**src/rtl/addsub_flags.sv**
```systemverilog
module addsub_flags #(
  parameter int W = 32
) (
  input  logic         clk,
  input  logic         rst_n,
  input  logic [W-1:0] op_a,
  input  logic [W-1:0] op_b,
  input  logic [1:0]   op_sel,
  input  logic         flag_we,
  input  logic [2:0]   ctl_cmd,
  output logic [W-1:0] result,
  output logic [8:0]   flags
);

  logic       is_sub, cin;
  logic [W-1:0] b_eff;
  logic [W:0] sum;
  logic [4:0] nib;
  logic       msb_cin, c_flag, v_flag, a_flag, p_flag, z_flag, s_flag;

  assign is_sub  = op_sel[1];
  assign b_eff   = is_sub ? ~op_b : op_b;
  assign cin     = is_sub ^ (op_sel[0] & flags[0]);
  assign sum     = {1'b0, op_a} + {1'b0, b_eff} + {{W{1'b0}}, cin};
  assign nib     = {1'b0, op_a[3:0]} + {1'b0, b_eff[3:0]} + {4'b0, cin};
  assign msb_cin = op_a[W-1] ^ b_eff[W-1] ^ sum[W-1];

  assign result  = sum[W-1:0];
  assign c_flag  = sum[W] ^ is_sub;
  assign v_flag  = msb_cin ^ sum[W];
  assign a_flag  = nib[4] ^ is_sub;
  assign p_flag  = ~^sum[7:0];
  assign z_flag  = (sum[W-1:0] == '0);
  assign s_flag  = sum[W-1];

  always_ff @(posedge clk or negedge rst_n) begin
    if (!rst_n) begin
      flags <= '0;
    end else begin
      if (flag_we)
        flags[5:0] <= {v_flag, s_flag, z_flag, a_flag, p_flag, c_flag};
      case (ctl_cmd)
        3'd1: flags[6] <= 1'b1;
        3'd2: flags[6] <= 1'b0;
        3'd3: flags[7] <= 1'b1;
        3'd4: flags[7] <= 1'b0;
        3'd5: flags[8] <= 1'b1;
        3'd6: flags[8] <= 1'b0;
        default: ;
      endcase
    end
  end

endmodule


```
**config.mk**
```make
export PLATFORM = sky130hd
export DESIGN_NAME = addsub_flags
export DESIGN_NICKNAME = d
export VERILOG_FILES = /design/src/rtl/addsub_flags.sv
export SDC_FILE = /design/constraint.sdc
export NUM_CORES = 1
export LEC_CHECK = 0
export BUFFER_PORTS_ARGS = -buffer_cell sky130_fd_sc_hd__buf_2
export CORE_ASPECT_RATIO = 1.1
export CORE_MARGIN = 2
export CORE_UTILIZATION = 30
export CTS_BUF_LIST = sky130_fd_sc_hd__clkbuf_16
export CTS_CLUSTER_DIAMETER = 100
export DETAILED_ROUTE_END_ITERATION = 12
export PLACE_DENSITY = 0.58
export SETUP_SLACK_MARGIN = 0.3
export SLEW_MARGIN = 25
export SYNTH_ARGS = -nofsm -noshare
export SYNTH_HDL_FRONTEND = slang
export SYNTH_SLANG_ARGS = --single-unit
```
**constraint.sdc**
```tcl
create_clock -name clk -period 6.7 [get_ports clk]
set_input_delay 0.67 -clock clk [delete_from_list [all_inputs] [get_ports clk]]
set_output_delay 0.67 -clock clk [all_outputs]
set_load 0.01 [all_outputs]
```
Word-level counts from Yosys, hierarchy flattened
Index checks and enable logic that the tools add are counted.
Word-level totals
  register bits: 9
  bits of input ports: 72
Cells by class
  $add $sub $neg: 4
  eq/ne operators: 6
  mux-type cells: 4
  bitwise operators: 8
  reductions and logical operators: 5
Operators by type and width (count)
  32-bit by 32-bit adder with 33-bit output: 1
  33-bit by 1-bit adder with 33-bit output: 1
  32-bit logical NOT: 1
  32-bit two-way mux: 1
  32-bit inverter: 1
  3-bit equality test (second input constant): 3
  8-bit XNOR reduction: 1
  3-bit by 2-bit equality test with 1-bit output (second input constant): 2
  1-bit case mux with 2 select lines: 3
  2-bit nonzero test: 3
  1-bit XOR: 6
  4-bit by 4-bit adder with 5-bit output: 1
  5-bit by 1-bit adder with 5-bit output: 1
  3-bit by 1-bit equality test with 1-bit output (second input constant): 1
  1-bit AND: 1

Logic depth before layout (Yosys ltp)
  depth in word-level cells: 6
  gate-level depth with buffers: 16
  mapped depth without buffers: 15

Worst setup path before layout
OpenSTA, ideal clock, no wires.
  kind: in2reg
  from: input port op_sel[1]
  to: register flags[3]
  setup time: 92 ps
  data arrival time: 4805 ps
  data required time: 6608 ps
  setup slack: 1804 ps
  cell stages on the path: 16
  buffers on the path: 2
  path through: clkbuf_1 buf_1 xor2_1 fa_1 fa_1 a21o_1 a21oi_1 xor2_1 ha_1 and3_1 nand3_1 or4_1 nor4_1 nand4b_1 or4_1 o31ai_2
On the way
  word-level cells in the longest chain between the ends: 4
  elaborated cells on any way between the ends: 5
  those cells by class: add/sub (2); mux (1); bitwise (1); reduce/logical (1)
Ends and longest elaborated chain
  from (decl): line 8  | input logic [1:0] op_sel,
  32-bit two-way mux: line 22  | assign b_eff = is_sub ? ~op_b : op_b;
  32-bit by 32-bit adder with 33-bit output: line 24  | assign sum = {1'b0, op_a} + {1'b0, b_eff} + {{W{1'b0}}, cin};
  33-bit by 1-bit adder with 33-bit output (*): line 24
  32-bit logical NOT (*): line 33  | assign z_flag = (sum[W-1:0] == '0);
  to (signal assigned): line 41  | flags[5:0] <= {v_flag, s_flag, z_flag, a_flag, p_flag, c_flag};
  to (decl): line 12  | output logic [8:0] flags
Every way passes the cells marked *; elsewhere a longest branch is shown, timed or not.
A chain may end at the register's enable or synchronous reset.

Worst setup path after layout
Same ends and word-level chain as after synthesis.

==> qor.txt <==
Yosys warnings - 0
Hpwl dp - 7.20 mm
Worst slew margin - 59.3%
Drt drc - 0
FFs w/ async S/R, synth - 100%
Port Buf Inserts - 112
Layout cell share with drive strength beyond 1 - 29.5%
Kind of critical path - primary input to flop
Total CTS buffers - 3
Most common cell after layout, fill and taps aside - buf_2
Io pins - 113
Top cell type's share of synthesized area - 16.5%
Mapped Nets - 460
Setup ws final - 1.86 ns
Most frequent cells in the layout - 112 x buf_2, 47 x xor2_1, 38 x a21oi_1
GRT Residual Overflow - 0
Clk_skew - 0.00351 ns
Clock latency on the worst-skew pair - 0.23 ns
Largest net degree at the start of global routing - 23
P_leak - 0.00163 uW
Power, Total - 749 uW
Max FFs per register - 9
Switching Power - 360 uW
Power Internal - 389 uW
Final period util - 72.3%
HP Class - primary input to asynchronous set/reset pin
Power Dens Cells - 221 mW/mm2
Gpl congestion - 0.899
CP Launch Type - primary input
CTS Buffer Depth - 2
CP arrival - 4.98 ns
Hold-fix buffers, CTS - 0
Via count - 2940
R2r startpoint - flags[0]
Status - finished clean
Routed Antenna Nets - 0
Dpl cell area - 0.00330 mm2
First-pass GRT wire length - 13.6 mm
Initial drt markers - 110
Biggest regs - flags: 9 flops
Worst-Margin Slew - 0.611 ns
Final hold vios - 0
Area Growth Syn to Fin - 27.5%
# nets final - 564
Gr usage total - 17.1%
Switching portion of total power - 48.0%
CP required - 6.84 ns
Unique cell type count in the Yosys netlist - 51
Reg power frac - 10.0%
Number of max-cap violations - 0
FP Rows - 35
Synth Cell Area - 0.00265 mm2
Design area - 0.00338 mm2
Largest cells by area after synthesis - ha_1 17%, xor2_1 16%, dfrtp_1 8.5%, a21oi_1 7.2%, xnor2_1 6.9%
Post-synthesis sequential area ratio - 8.49%
Initial antenna violation count - 0
Worst-path fanout max - 22
Post-layout min period - 4.84 ns
Drt first pass iters - 4
Fmax - 206 MHz
Final Non-Filler Cells - 565
RSZ-0062 raised after global routing - false
# diodes - 0
Most used flip-flop cell after synthesis - dfrtp_1
Dpl ws - 1.59 ns
Post_cts resized - 0
Syn_area_per_cell - 7.56 um2
Cells after Synth - 351
Initial Util - 31.2%
Logic pwr share - 76.2%
Die area - 0.00961 mm2
H-tree depth - 1
Setup-failing EPs final - 0
CTS tree - built
Synth Register Bits - 9
Core footprint - 0.00850 mm2
Vias in the first global route - 2877
Crit end category - flop
Max-slew violations - 0
Die height - 103 um
Routed wire length - 8.35 mm
Average wire per standard cell - 14.8 um
Setup TNS - 0 ns
Clock sink total - 9
Reg2reg end - flags[3]
Number of flops mapped to enable cells by yosys - 0
Root Driver - clkbuf_16
Worst VDD drop - 0.0809 mV
Largest Register - flags
Vias per inst - 5.20
Clock transition at path regs - 0.04 ns
FF-to-FF setup slack - 2.41 ns
Placed cell count - 561
Clock Power Share - 13.8%
Post-CTS setup repair buffer count - 0
Post-synth top area cell - ha_1
Die X - 93.7 um
Worst R2R Path Depth - 15
[power by group through the flow]
stage	combinational, uW	sequential [uW]	clock (uW)
6_report	571	75.2	103
2_1_floorplan	381	81.4	0
4_1_cts	572	75.4	106
3_3_place_gp	570	76.1	0
5_1_grt	633	77.1	111
3_5_place_dp	569	76.2	0
[kinds of logic (layout without fill, tap and decap cells)]
logic type | Yosys count | after routing | share of synthesized area (%)
compound gates | 117 | 117 | 29.1
simple gates | 84 | 84 | 15.6
xor+xnor | 68 | 68 | 22.5
fa+ha+maj | 37 | 37 | 18.0
buf+inv | 32 | 135 | 4.67
flops | 9 | 9 | 8.49
mux | 4 | 4 | 1.70
[layer usage]
layer / up-vias / global-route usage, % / share of wire, %
li1: 1484 / - / -
met1: 1359 / 23.4 / 47
met2: 91 / 29.7 / 47
met3: 6 / 1.61 / 5.2
met4: 0 / 3.34 / 0.74
met5: - / 0 / 0
[worst max-delay path by stage]
| stage | from | end | slack, ns |
|---|---|---|---|
| global placement | op_sel[1] | flags[3] | 1.77 |
| detailed placement | op_sel[1] | flags[3] | 1.59 |
| global route | op_sel[1] | flags[3] | 1.59 |
| CTS | op_sel[1] | flags[3] | 1.82 |
| finish | op_sel[1] | flags[3] | 1.86 |
| floorplan | op_sel[1] | flags[3] | 1.80 |
[cells in the mapped netlist (2+ instances only)]
cell type,number
o21ai_1,3
dfrtp_1,9
o21bai_1,7
mux2_2,4
a21o_1,10
nand2_2,2
xor2_1,47
o21ai_0,23
or4_1,4
nand4_1,9
o211ai_1,3
nor3_1,2
o22ai_1,2
or2_2,2
a211oi_2,2
buf_2,3
nand2_1,24
inv_1,18
and3_1,3
o21a_1,2
a31oi_1,4
clkbuf_1,10
o41ai_1,2
xnor2_1,21
nor2_1,25
a21oi_1,38
nand3_1,8
ha_1,35
fa_1,2
a21boi_0,2
o31ai_1,5
[critical path, cell delays in order]
cell	delay, ns
buf_2	0.48
xor2_1	0.17
fa_1	0.48
fa_1	0.46
a21o_1	0.18
a21oi_1	0.26
xor2_1	0.23
ha_1	0.17
and3_1	0.15
nand3_1	0.10
or4_1	0.41
nor4_1	0.29
nand4b_1	0.15
or4_1	0.55
o31ai_2	0.23
[cell type report]
| class | instances | area (um2) |
|---|---|---|
| fillers | 919 | 5110 |
| inverters | 18 | 67.6 |
| clock buffers | 3 | 75.1 |
| flip-flops and latches | 9 | 225 |
| repair buffers | 113 | 568 |
| multi-input cells | 310 | 2300 |
| well taps | 111 | 139 |
| clock inverters | 1 | 5.00 |
[stage by stage]
step / util, % / hold slack (ns)
floorplan: - / 0.374
detailed placement: 38.9 / 0.502
finish: 39.8 / 0.281
global placement: 38.9 / 0.481
global route: 39.8 / 0.290
CTS: 39.8 / 0.286
Note: power is estimated with default switching activity, not from simulation.
